==> src/rtl/flash_unlock_pkg.sv <==
package flash_unlock_pkg;
  typedef enum logic [1:0] {
    SEL_CMD  = 2'd0,
    SEL_PAGE = 2'd1,
    SEL_MASS = 2'd2,
    SEL_PWE  = 2'd3
  } reg_sel_e;

  localparam logic [7:0] CMD_PAGE_ERASE = 8'h55;
  localparam logic [7:0] CMD_MASS_ERASE = 8'hAA;
endpackage

==> src/rtl/fu_erase_ctrl.sv <==
module fu_erase_ctrl
  import flash_unlock_pkg::*;
#(
  parameter int DATA_W = 8,
  parameter int PAGE_W = 7,
  parameter logic [DATA_W-1:0] PAGE_CMD = DATA_W'(CMD_PAGE_ERASE),
  parameter logic [DATA_W-1:0] MASS_CMD = DATA_W'(CMD_MASS_ERASE)
) (
  input  logic              clk,
  input  logic              rst,
  input  logic              wr_en,
  input  logic [1:0]        sel,
  input  logic [DATA_W-1:0] wdata,
  input  logic              busy,
  input  logic              dbg_en,
  output logic [DATA_W-1:0] cmd_rdata,
  output logic              page_req,
  output logic              mass_req,
  output logic [PAGE_W-1:0] page_out
);
  logic [DATA_W-1:0] cmd_q;
  logic [PAGE_W-1:0] page_q;
  logic              page_armed_q;
  logic              mass_en_q;
  logic              cmd_wr, page_go, mass_go;

  // The command is taken only when the macro is idle.
  assign cmd_wr  = wr_en && (sel == SEL_CMD) && !busy;
  assign page_go = cmd_wr && (wdata == PAGE_CMD) && page_armed_q;
  assign mass_go = cmd_wr && (wdata == MASS_CMD) && mass_en_q && dbg_en;

  assign cmd_rdata = busy ? '0 : cmd_q;

  always_ff @(posedge clk) begin
    if (rst) begin
      cmd_q        <= '0;
      page_q       <= '0;
      page_armed_q <= 1'b0;
      mass_en_q    <= 1'b0;
      page_req     <= 1'b0;
      mass_req     <= 1'b0;
      page_out     <= '0;
    end else begin
      page_req <= page_go;
      mass_req <= mass_go;
      if (cmd_wr) cmd_q <= wdata;
      if (page_go) page_out <= page_q;
      if (page_go || mass_go) begin
        page_armed_q <= 1'b0;
        mass_en_q    <= 1'b0;
      end else begin
        if (wr_en && (sel == SEL_PAGE)) begin
          page_q       <= wdata[PAGE_W-1:0];
          page_armed_q <= 1'b1;
        end
        if (wr_en && (sel == SEL_MASS)) mass_en_q <= wdata[0];
      end
    end
  end
endmodule

==> src/rtl/fu_write_route.sv <==
module fu_write_route
  import flash_unlock_pkg::*;
#(
  parameter int ADDR_W = 16,
  parameter int DATA_W = 8
) (
  input  logic              clk,
  input  logic              rst,
  input  logic              wr_en,
  input  logic [1:0]        sel,
  input  logic [DATA_W-1:0] wdata,
  input  logic              gie,
  input  logic              busy,
  input  logic              xwr,
  input  logic [ADDR_W-1:0] xaddr,
  input  logic [DATA_W-1:0] xdata,
  output logic              pwe,
  output logic              flash_wr,
  output logic [ADDR_W-1:0] flash_addr,
  output logic [DATA_W-1:0] flash_data,
  output logic              ram_wr,
  output logic [ADDR_W-1:0] ram_addr,
  output logic [DATA_W-1:0] ram_data
);
  logic to_flash, to_ram, pwe_load;

  assign to_flash = xwr && pwe && !busy;
  assign to_ram   = xwr && !pwe;
  assign pwe_load = wr_en && (sel == SEL_PWE) && !gie;

  always_ff @(posedge clk) begin
    if (rst) begin
      pwe        <= 1'b0;
      flash_wr   <= 1'b0;
      flash_addr <= '0;
      flash_data <= '0;
      ram_wr     <= 1'b0;
      ram_addr   <= '0;
      ram_data   <= '0;
    end else begin
      flash_wr <= to_flash;
      ram_wr   <= to_ram;
      if (to_flash) begin
        flash_addr <= xaddr;
        flash_data <= xdata;
      end
      if (to_ram) begin
        ram_addr <= xaddr;
        ram_data <= xdata;
      end
      // A completed flash byte disarms; it wins over a same-cycle load.
      if (to_flash)      pwe <= 1'b0;
      else if (pwe_load) pwe <= wdata[0];
    end
  end
endmodule

==> src/rtl/flash_unlock_ctrl.sv <==
module flash_unlock_ctrl #(
  parameter int ADDR_W = 16,
  parameter int DATA_W = 8,
  parameter int PAGE_W = 7
) (
  input  logic              clk,
  input  logic              rst,
  input  logic              reg_wr_i,
  input  logic [1:0]        reg_sel_i,
  input  logic [DATA_W-1:0] reg_wdata_i,
  input  logic              gie_i,
  input  logic              dbg_en_i,
  input  logic              flash_busy_i,
  input  logic              xwr_i,
  input  logic [ADDR_W-1:0] xwr_addr_i,
  input  logic [DATA_W-1:0] xwr_data_i,
  output logic [DATA_W-1:0] cmd_rdata_o,
  output logic              pwe_o,
  output logic              erase_page_req_o,
  output logic              erase_mass_req_o,
  output logic [PAGE_W-1:0] erase_page_o,
  output logic              flash_wr_o,
  output logic [ADDR_W-1:0] flash_addr_o,
  output logic [DATA_W-1:0] flash_data_o,
  output logic              ram_wr_o,
  output logic [ADDR_W-1:0] ram_addr_o,
  output logic [DATA_W-1:0] ram_data_o
);
  fu_erase_ctrl #(.DATA_W(DATA_W), .PAGE_W(PAGE_W)) i_erase (
    .clk       (clk),
    .rst       (rst),
    .wr_en     (reg_wr_i),
    .sel       (reg_sel_i),
    .wdata     (reg_wdata_i),
    .busy      (flash_busy_i),
    .dbg_en    (dbg_en_i),
    .cmd_rdata (cmd_rdata_o),
    .page_req  (erase_page_req_o),
    .mass_req  (erase_mass_req_o),
    .page_out  (erase_page_o)
  );

  fu_write_route #(.ADDR_W(ADDR_W), .DATA_W(DATA_W)) i_route (
    .clk        (clk),
    .rst        (rst),
    .wr_en      (reg_wr_i),
    .sel        (reg_sel_i),
    .wdata      (reg_wdata_i),
    .gie        (gie_i),
    .busy       (flash_busy_i),
    .xwr        (xwr_i),
    .xaddr      (xwr_addr_i),
    .xdata      (xwr_data_i),
    .pwe        (pwe_o),
    .flash_wr   (flash_wr_o),
    .flash_addr (flash_addr_o),
    .flash_data (flash_data_o),
    .ram_wr     (ram_wr_o),
    .ram_addr   (ram_addr_o),
    .ram_data   (ram_data_o)
  );
endmodule

==> config.mk <==
export PLATFORM = sky130hd
export DESIGN_NAME = flash_unlock_ctrl
export DESIGN_NICKNAME = d
export VERILOG_FILES = /design/src/rtl/flash_unlock_pkg.sv /design/src/rtl/fu_erase_ctrl.sv /design/src/rtl/fu_write_route.sv /design/src/rtl/flash_unlock_ctrl.sv
export SDC_FILE = /design/constraint.sdc
export NUM_CORES = 1
export LEC_CHECK = 0
export BUFFER_PORTS_ARGS = -buffer_cell sky130_fd_sc_hd__buf_2
export CORE_MARGIN = 2
export CORE_UTILIZATION = 52
export DETAILED_ROUTE_END_ITERATION = 8
export HOLD_SLACK_MARGIN = 0.15
export PLACE_DENSITY = 0.94
export SETUP_SLACK_MARGIN = 0.02
export SYNTH_ARGS = -nofsm -noshare
export SYNTH_HDL_FRONTEND = slang
export SYNTH_HIERARCHICAL = 1
export SYNTH_SLANG_ARGS = --single-unit
==> constraint.sdc <==
create_clock -name clk -period 3.2 [get_ports clk]
set_input_delay 0.32 -clock clk [delete_from_list [all_inputs] [get_ports clk]]
set_output_delay 0.32 -clock clk [all_outputs]
set_load 0.02 [all_outputs]
* After elaboration in Yosys (flattened, before gate mapping)
Index checks and enable logic that the tools add are counted.
Storage, ports and cells: register bits after elaboration 77, input bits 41, output and inout bits 68
Cells by class: equality and inequality tests 5, multiplexer cells 1, bitwise operators 1, reductions and logical operators 22
Operators with widths (count):
- $logic_and 1x1->1 | 14
- $eq 8x7->1 const B | 1
- $eq 8x8->1 const B | 1
- $mux 8 | 1
- $eq 2x2->1 const B | 2
- $reduce_or 2->1 | 2
- $logic_not 1->1 | 3
- $eq 2x1->1 const B | 1
- $logic_not 2->1 | 1
- $reduce_and 2->1 | 1
- $logic_or 1x1->1 | 1
- $not 1->1 | 1

* Longest topological paths before layout
Gate-level depths: netlist of run 1.
word-level depth 9, depth in mapped cells 6, gate-level depth less buffers 3

* Cells and area by module
Netlist of run 1, hierarchy kept.
By module, submodules not included:
- fu_write_route | times used 1, cells each 170, area an instance 1794.2 µm², seq. area each 1021.0 µm²
- fu_erase_ctrl | times used 1, cells each 118, area an instance 1158.6 µm², seq. area each 520.5 µm²

* Least setup slack after synthesis of run 1
No wires, ideal clock.
kind input -> register, start input port flash_busy_i, end register i_erase.page_out[0], arrival time 1649 ps, data required time 3128 ps, slack 1479 ps, cell stages on the path 6, buffers on the path 3, path through buf_6 -> or4b_4 -> buf_6 -> nor4_4 -> buf_6 -> mux2i_1
Between the ends: longest elaborated chain between the ends 4
RTL lines:
- start: declaration | line flash_unlock_ctrl.sv:13 | input logic flash_busy_i,
- $logic_not 1->1 | line fu_erase_ctrl.sv:28 | assign cmd_wr = wr_en && (sel == SEL_CMD) && !busy;
- $logic_and 1x1->1 | line fu_erase_ctrl.sv:28
- $logic_and 1x1->1 (2 in series) | line fu_erase_ctrl.sv:29 | assign page_go = cmd_wr && (wdata == PAGE_CMD) && page_armed_q;
- end signal: assignment | line fu_erase_ctrl.sv:47 | if (page_go) page_out <= page_q;
- end: declaration | line fu_erase_ctrl.sv:19 | output logic [PAGE_W-1:0] page_out
No other way between the ends. A chain may end at the register's enable or synchronous reset.

* Worst setup path in the final report of run 1
start register i_route.pwe, end register i_route.ram_data[2]
Between the ends: longest elaborated chain between the ends 2
RTL lines:
- start: declaration | line fu_write_route.sv:17 | output logic pwe,
- start signal: assignment | line fu_write_route.sv:53 | else if (pwe_load) pwe <= wdata[0];
- $logic_not 1->1 | line fu_write_route.sv:28 | assign to_ram = xwr && !pwe;
- $logic_and 1x1->1 | line fu_write_route.sv:28
- end signal: assignment | line fu_write_route.sv:49 | ram_data <= xdata;
- end: declaration | line fu_write_route.sv:23 | output logic [DATA_W-1:0] ram_data
No other way between the ends.

==> results of run 1 <==
## power by group through the flow
stage | Combinational [W] | Clock [W] | Sequential [W]
3_5_place_dp | 0.000173 | 0 | 0.00102
6_report | 0.000173 | 0.000795 | 0.000998
3_3_place_gp | 0.000168 | 0 | 0.00102
4_1_cts | 0.000174 | 0.000815 | 0.000998
5_1_grt | 0.000190 | 0.000855 | 0.00100
2_1_floorplan | 0.0000873 | 0 | 0.00104
## flip-flops by register name, summed over array words and instances, names as in the netlist, 7 cells and up
register / cells
i_route/flash_data: 8
i_route/ram_addr: 16
i_erase/page_out: 7
i_erase/page_q: 7
i_route/flash_addr: 16
i_erase/cmd_q: 8
i_route/ram_data: 8
## routing by layer
metal | wire (µm) | track usage | vias to the layer above | share of wire
met1 | 2890 | 0.268 | 1124 | 0.43
met4 | 93 | 0.0931 | 0 | 0.014
li1 | - | - | 1180 | -
met5 | 0 | 0 | - | 0
met3 | 388 | 0.0420 | 6 | 0.058
met2 | 3360 | 0.369 | 89 | 0.50
## final cells by class
cell class,count,area share
repair buffers,110,0.152
clock buffers,9,0.0338
flip-flops and latches,77,0.421
inverters,2,0.00205
clock inverters,7,0.0263
well taps,72,0.0246
multi-input cells,189,0.340
## path summary, 6_finish.rpt
| path | to |
|---|---|
| worst min-delay path | i_route/flash_data[4] |
| worst max-delay path | i_route/ram_data[2] |
| worst max register to register | i_route/ram_data[2] |
| worst min register to register | i_route/ram_data[7] |
## worst max-delay path: cells and delay by family, from the launching register on
kind             cells  cell delay, ns
AO/OA/AOI/OAI        1            0.19
flip-flops           1            0.49
AND/OR/NAND/NOR      2            1.11
## stage by stage
stage               worst slack, ns  hold WS (ns)  std cells
finish                         1.34         0.210        466
global route                   1.18         0.191        466
CTS                            1.35         0.187        466
detailed placement             1.03         0.449        450
global placement               1.08         0.441        450
floorplan                      1.48         0.432        288
## cell usage after synthesis, types with 2 or more instances
master / instances / area share
nor2b_1: 4 / 0.0085
nor4_4: 2 / 0.014
a22o_1: 24 / 0.071
nand2_1: 55 / 0.070
and2b_1: 8 / 0.020
dfxtp_1: 77 / 0.52
mux2i_1: 16 / 0.054
buf_2: 2 / 0.0034
nand2b_1: 16 / 0.034
nand2_2: 11 / 0.023
clkbuf_1: 5 / 0.0064
a21oi_1: 22 / 0.037
nor2_1: 8 / 0.010
a21oi_2: 10 / 0.030
buf_4: 2 / 0.0051
nand3b_1: 3 / 0.0076
nand4b_1: 2 / 0.0059
buf_6: 10 / 0.038
## kinds of logic (layout without fill, tap and decap cells)
logic type	count (synthesis)	in the layout	share of synthesized area
AND/OR/NAND/NOR	115	115	0.219
AO/OA/AOI/OAI	58	58	0.148
buffers and inverters	22	128	0.0568
flip-flops	77	77	0.522
multiplexers	16	16	0.0542
==> run metrics, run 1 <==
Clock Latency Late Sink=0.34 ns; initial antenna violation count=0; ANT nets after route=0; Routed WL=6730 µm; reg-to-reg critical path startpoint=i_route/pwe; Hold Vio Cnt, Final=0; CTS root buffer=clkbuf_8; ys async rst share=0; Hold Buf Count CTS=0; Starting Density=0.536; Slew @ Worst Pin=1.20 ns; PostCTS Resize Cnt=0; sequential area share after synthesis=0.522; vias in the first global route=about 2300; Synth Instances=288; syn nets=329; layout cells sized above 1=0.396; Storage cell area=0.00154 mm²; largest net degree at the start of global routing=45; Critical Path AT=between 2 and 2.5 ns; Reg2Reg Depth=3; hold path start=xwr_data_i[4]; H-tree Lvls=3; CTS Sinks=77; slowest CP cell=nand2b_1; internal reg-to-reg setup slack=between 1 and 1.5 ns; Rows=27; fin nets=430; core region area=0.00551 mm²; Area Overhead vs Synth=24.0%; clock-pin slew on the worst setup and hold paths=0.08 ns; Final min period=about 1.9 ns; worst vdd ir=0.000285 V; combinational share of power=0.088; CP startpoint kind=flip-flop; Reg power frac=0.507; TNS Setup=0 ns; Worst Clk Skew=0.0145 ns; Max Buffers Root-to-Sink=2; Multi-input gate area=approximately 0.0012 mm²; vias after detailed routing=2399; crit-path max cell delay=~0.96 ns; switching part of the total power=0.242; Layout Utilization=0.665; WL per Instance=14.4 µm; die area=0.00630 mm²; Die Y=79.4 µm; most frequent cells in the layout=buf_2 (108), dfxtp_1 (77), nand2_1 (55), a22o_1 (24), a21oi_1 (22); Power Internal=0.00149 W; Filler cells=432; yosys warns=6; Synth cell types=29; GR Overflow Total=0; net load switching power=0.000476 W; global-route wire length before repair=10700 µm; I/O pin count=109; DR DRC count=0; unrepaired setup endpoints after global routing=false; Tcrit/Tclk final=0.581; worst endpoint required time=~3.5 ns; placed cell area=about 0.0034 mm²; drt pass-1 iters=4; most common cell after layout, fill and taps aside=buf_2; MaxCap Viol Count=0; fin. max-slew vios=0; CTS tree=yes; Die X=79.4 µm; status=finished, final reports clean; Post-synth EDFFs=0; Buffers on Ports=108; Clk network pwr share=0.404; cell breakdown of the critical path=nand2b_1 > nand2_1 > a21oi_1; critical path endpoint category=flip-flop; Leakage Power=1.73 nW; Worst Path Max Fanout=25; Post-Syn Area=0.00295 mm²; maximum clock frequency=538 MHz; total power=0.00197 W; Rel. slew slack=0.198; postcts setup bufs=0; Iter 0 DRT Violations=106; # diodes=0; GR Util All Layers=0.217; vias per cell=5.15; kind of critical path=reg2reg; cts bufs inserted=9; Mean Syn Cell Area=10.3 µm²; Post-synth top flop=dfxtp_1; launch point of the critical path=i_route/pwe; post-synthesis register bit count=77; Setup Viol. Count Final=0; HP Class=in2reg; GP Congestion=0.803; hpwl dp=4720 µm; final instance area=0.00366 mm²; Power Density=537 mW/mm²; Hold Crit Depth=2
No activity file was read; power rests on OpenSTA's default activity.
==> run 2: changes to the inputs <==
ABC_AREA = 1   (was not set)
CORE_UTILIZATION = 49   (was 52)
PLACE_DENSITY = 0.89   (was 0.94)
clock period = 1.8 ns   (was 3.2 ns; I/O delays follow)
==> run metrics, run 2 <==
status=finished, final reports clean; fin nets=between 500 and 600; Synth Area in Adders=0; Leakage Power=1.99 nW; largest family of logic cells by synthesized area=simple AND/OR/NAND/NOR gates; Post-synth EDFFs=0; ys async rst share=0; Filler cells=a little under 500; Routed WL=7550 µm; Final min period=1.28 ns; fin. max-slew vios=0; most frequent cell after synthesis=nand2_1; CTS tree=yes; Critical Path AT=1.57 ns; internal reg-to-reg setup slack=about 0.52 ns; clock-pin slew on the worst setup and hold paths=about 0.09 ns; worst endpoint required time=around 2.1 ns; CTS Sinks=77; yosys warns=6; Hold Vio Cnt, Final=0; layout cells sized above 1=0.276; Compound-Gate Fraction of Synth Area=0.0972; worst reg2reg path endpoint=i_route/flash_addr[12]; Worst Path Max Fanout=25; Multi-input gate area=0.00117 mm²; worst vdd ir=0.000687 V; Post-synth top flop=dfxtp_1; initial antenna violation count=0; WL per Instance=12.6 µm; synth cell count leaders=nand2_1 (142), dfxtp_1 (77), a21oi_1 (40); Post-Synth Simple-Gate Area=0.298; Die Y=81.6 µm; vias after detailed routing=2873; Synth cell types=22; slowest CP cell=nor2_4; die area=around 0.0067 mm²; Iter 0 DRT Violations=143; GP Congestion=0.830; most frequent cells in the layout=nand2_1 (142), buf_2 (108), dfxtp_1 (77), a21oi_1 (40), nor2_1 (39); GR Overflow Total=0; Hold Crit Depth=3; Mean Syn Cell Area=7.54 µm²; I/O pin count=109; GR Util All Layers=0.235; post-synthesis register bit count=77; Crit path max-delay family=simple AND/OR/NAND/NOR gates; hpwl dp=about 5000 µm; vias in the first global route=around 2700; Yosys top cell area share=0.523; Power Density=approximately 900 mW/mm²; Storage cell area=0.00154 mm²; hold path endpoint=i_erase/page_q[4]; Buffers on Ports=108; Area contributors post-synth=dfxtp_1 (52%), nand2_1 (18%), a21oi_1 (6.8%); H-tree Lvls=3; MaxCap Viol Count=0; cell breakdown of the critical path=nand2_1 > nor2_1 > nor2_4 > nand2_1 > nand2_1; Rel. slew slack=0.615; Synth Instances=391; reg-to-reg critical path startpoint=i_route/pwe; Post-Syn Area=0.00295 mm²; critical path endpoint category=flip-flop; Max Buffers Root-to-Sink=2; core region area=0.00585 mm²; Clock Latency Late Sink=0.34 ns; unrepaired setup endpoints after global routing=false; fin cells=around 600; Setup Viol. Count Final=0; largest area contributor in the netlist=dfxtp_1; sequential area share after synthesis=0.523; Rows=28; Starting Density=0.504; crit-path max cell delay=0.45 ns; Buf+Inv Stages, Crit Path=0; Area Overhead vs Synth=33.4%; Slew @ Worst Pin=0.577 ns; TNS Setup=0 ns; Tcrit/Tclk final=0.712; placed cell count=561; mux share of post-synthesis cell area=0; DR DRC count=0; CP startpoint kind=flip-flop; leading registers by flop count=i_route/flash_addr x16, i_route/ram_addr x16; syn nets=between 400 and 500; global-route wire length before repair=11900 µm; Worst Clk Skew=between 0.01 and 0.015 ns; CTS root buffer=clkbuf_8; Reg2Reg Depth=5; # diodes=0; hold path start=reg_wdata_i[4]; Die X=81.6 µm; cts bufs inserted=9; drt pass-1 iters=4; vias per cell=approximately 4.8; postcts setup bufs=0; CP most frequent cell=nand2_1; XOR/XNOR Fraction of Synth Area=0; kind of critical path=reg2reg; most common cell after layout, fill and taps aside=nand2_1; ANT nets after route=0; largest net degree at the start of global routing=26; maximum clock frequency=about 780 MHz; HP Class=in2reg
==> run 2: changes by cell type in the layout (fill, tap and decap cells not counted), moves of 14 or more <==
cell / before / now
a21oi_1: 22 / 40
a22o_1: 24 / 0
dlygate4sd3_1: 0 / 24
inv_1: 1 / 30
mux2i_1: 16 / 0
nand2_1: 55 / 142
nand2b_1: 16 / 0
nor2_1: 8 / 39
o21ai_0: 0 / 14
==> run 2: worst max path at each step <==
| stage | startpoint | end | slack, ns | cells after the start |
|---|---|---|---|---|
| after global routing | i_route/pwe | i_route/flash_addr[9] | 0.40 | 5 |
| after detailed placement | flash_busy_i | i_route/pwe | 0.50 | 5 |
| after global placement | flash_busy_i | i_route/pwe | 0.53 | 5 |
| after floorplan | i_route/pwe | i_route/flash_addr[0] | 0.59 | 6 |
| final | i_route/pwe | i_route/flash_addr[12] | 0.52 | 5 |
| after CTS | i_route/pwe | i_route/pwe | 0.52 | 5 |
==> run 2: final cells by class <==
class,instances,area share
clock inverters,7,0.0185
well taps,75,0.0239
multi-input cells,263,0.297
clock buffers,9,0.0315
inverters,35,0.0334
repair buffers,135,0.204
flip-flops and latches,77,0.392
==> run 2: per-layer routing <==
layer	global-route usage	part of all wire	vias up
li1	-	-	1466
met1	0.276	0.42	1299
met2	0.399	0.49	92
met3	0.0615	0.071	16
met4	0.107	0.018	0
met5	0	0	-
==> run 2: tightest hold or removal path, cell delays in order <==
cell,delay [ns]
buf_2,0.11
o21ai_0,0.08
a21oi_1,0.10
==> run 2: kinds of logic after synthesis <==
logic type | Yosys count
and+or+nand+nor | 206
DFF | 77
AOI/OAI and AO/OA | 57
buffers and inverters | 51
==> run 2: repair_timing <==
item                                   4_1_cts  5_1_grt
gates resized for setup                      0        0
hold buffers                                24        0
endpoints found under the hold margin       48        0
==> run 2: power by group <==
group,switching (W),internal [W],total [W]
clock,0.000652,0.000645,0.00130
combinational,0.000238,0.000146,0.000384
sequential,0.0000245,0.00176,0.00178
==> run 2: metrics by stage <==
stage | worst slack [ns] | power, W | instance area [µm²] | util | hold WS [ns]
final | 0.518 | 0.00346 | 3930 | 0.672 | 0.171
after global routing | 0.397 | 0.00360 | 3930 | 0.672 | 0.183
after CTS | 0.519 | 0.00349 | 3930 | 0.672 | 0.153
after detailed placement | 0.495 | 0.00216 | 3500 | 0.598 | 0.393
after global placement | 0.529 | 0.00214 | 3500 | 0.598 | 0.389
after floorplan | 0.588 | 0.00202 | 2950 | - | 0.252
==> run 3: changes to the inputs <==
ABC_AREA = 0   (was 1)
clock period = 1.2 ns   (was 1.8 ns; I/O delays follow)
==> run metrics, run 3 (synthesis gave the netlist of run 1 again) <==
status=finished, violations left; failing checks=negative setup slack; Final min period=1.22 ns; Final Worst Setup Slack=-0.0224 ns; critical path endpoint category=flip-flop; CTS tree=yes; Slew @ Worst Pin=~0.36 ns; GR Util All Layers=0.233; internal reg-to-reg setup slack=0.05 ns; vias in the first global route=between 2000 and 3000; crit-path max cell delay=0.56 ns; CP startpoint kind=input pin; final instance area=around 0.0042 mm²; Worst Clk Skew=0.00826 ns; slowest CP cell=dlygate4sd3_1; Die X=81.6 µm; placed cell area=0.00364 mm²; Reg2Reg Depth=4; GR Overflow Total=0; global-route wire length before repair=11800 µm; unrepaired setup endpoints after global routing=true; Filler cells=approximately 420; Clock Latency Late Sink=0.34 ns; initial antenna violation count=0; H-tree Lvls=3; TNS Setup=-0.0671 ns; layout cells sized above 1=0.411; leading registers by flop count=i_route/flash_addr x16, i_route/ram_addr x16; cell breakdown of the critical path=buf_6 > dlygate4sd3_1 > buf_4 > nand4b_1 > nor4_4 > nor4_1; CTS root buffer=clkbuf_8; Storage cell area=0.00154 mm²; CTS Sinks=77; I/O pin count=~110; Buffers on Ports=108; worst vdd ir=0.000807 V; cts bufs inserted=9; DR DRC count=0; Power Density=1210 mW/mm²; ANT nets after route=0; core region area=0.00589 mm²; kind of critical path=in2reg; launch point of the critical path=reg_wdata_i[7]; worst endpoint required time=1.42 ns; vias after detailed routing=2670; hpwl dp=around 4800 µm; Routed WL=7840 µm; Tcrit/Tclk final=1.02; MaxCap Viol Count=0; Worst Path Max Fanout=3; Critical Path AT=1.44 ns; Multi-input gate area=0.00126 mm²; Iter 0 DRT Violations=93; most frequent cells in the layout=buf_2 (103), dfxtp_1 (76), nand2_1 (54), dlygate4sd3_1 (32), a22o_1 (24); WL per Instance=roughly 15 µm; reg-to-reg critical path startpoint=i_erase/page_armed_q; Starting Density=0.502; Setup Viol. Count Final=7; # diodes=0; worst reg2reg path endpoint=i_erase/page_out[6]; Rows=28; Leakage Power=1.97 nW; GP Congestion=0.810; Rel. slew slack=0.760; fin nets=486; HP Class=in2reg; clock-pin slew on the worst setup and hold paths=0.08 ns; drt pass-1 iters=4; most common cell after layout, fill and taps aside=buf_2; largest net degree at the start of global routing=27; Place WS=-0.403 ns; Hold Vio Cnt, Final=0; CP endpoint=i_erase/mass_en_q; maximum clock frequency=approximately 820 MHz; Area Overhead vs Synth=42.5%; vias per cell=5.09; fin. max-slew vios=0; Die Y=around 82 µm; die area=0.00666 mm²; Max Buffers Root-to-Sink=2
-- run 3: worst min path at each step --
stage	slack [ns]	from	depth (start not counted)	to
6_report	0.17	gie_i	4	i_route/pwe
5_1_grt	0.18	dbg_en_i	4	i_erase/mass_req
4_1_cts	0.15	gie_i	4	i_route/pwe
3_5_place_dp	0.35	xwr_data_i[3]	2	i_route/flash_data[3]
3_3_place_gp	0.35	xwr_addr_i[4]	2	i_route/flash_addr[4]
2_1_floorplan	0.25	xwr_addr_i[0]	1	i_route/flash_addr[0]
-- run 3: report_power, final --
part | total [W] | internal (W) | switching [W]
clock network | 0.00180 | 0.000775 | 0.00103
logic | 0.000626 | 0.000296 | 0.000330
registers | 0.00266 | 0.00262 | 0.0000396
total | 0.00509 | 0.00369 | 0.00140
-- run 3: stage by stage --
stage               hold WS, ns  utilization  total power, W  instances
global route              0.178        0.715         0.00531        525
detailed placement        0.350        0.618         0.00323        475
finish                    0.173        0.715         0.00509        525
floorplan                 0.245            -         0.00301        288
CTS                       0.152        0.707         0.00509        523
global placement          0.346        0.618         0.00322        475
-- run 3: worst max-delay path, delay by kind of cell --
family	cells	cell delay, ns
buf+inv	3	0.80
simple gates	3	0.52
-- run 3: metal layers --
layer / global-route usage / wire length [µm]
met1: 0.267 / 3230
met2: 0.411 / 3970
met3: 0.0407 / 390
met4: 0.130 / 242
met5: 0 / 0
-- run 3: area by class of cell --
type / count / share of cell area
Multi-Input combinational cell: 189 / 0.301
Tap cell: 75 / 0.0223
Sequential cell: 77 / 0.367
Inverter: 2 / 0.00178
Clock buffer: 9 / 0.0294
Timing Repair Buffer: 166 / 0.265
Clock inverter: 7 / 0.0137
-- run 3: timing repair --
item,CTS,global route
endpoints found under the hold margin,62,0
hold buffers,32,0
pin swaps,3,3
resized for setup,5,8
setup buffers,0,2
endpoints found under the setup margin,7,10
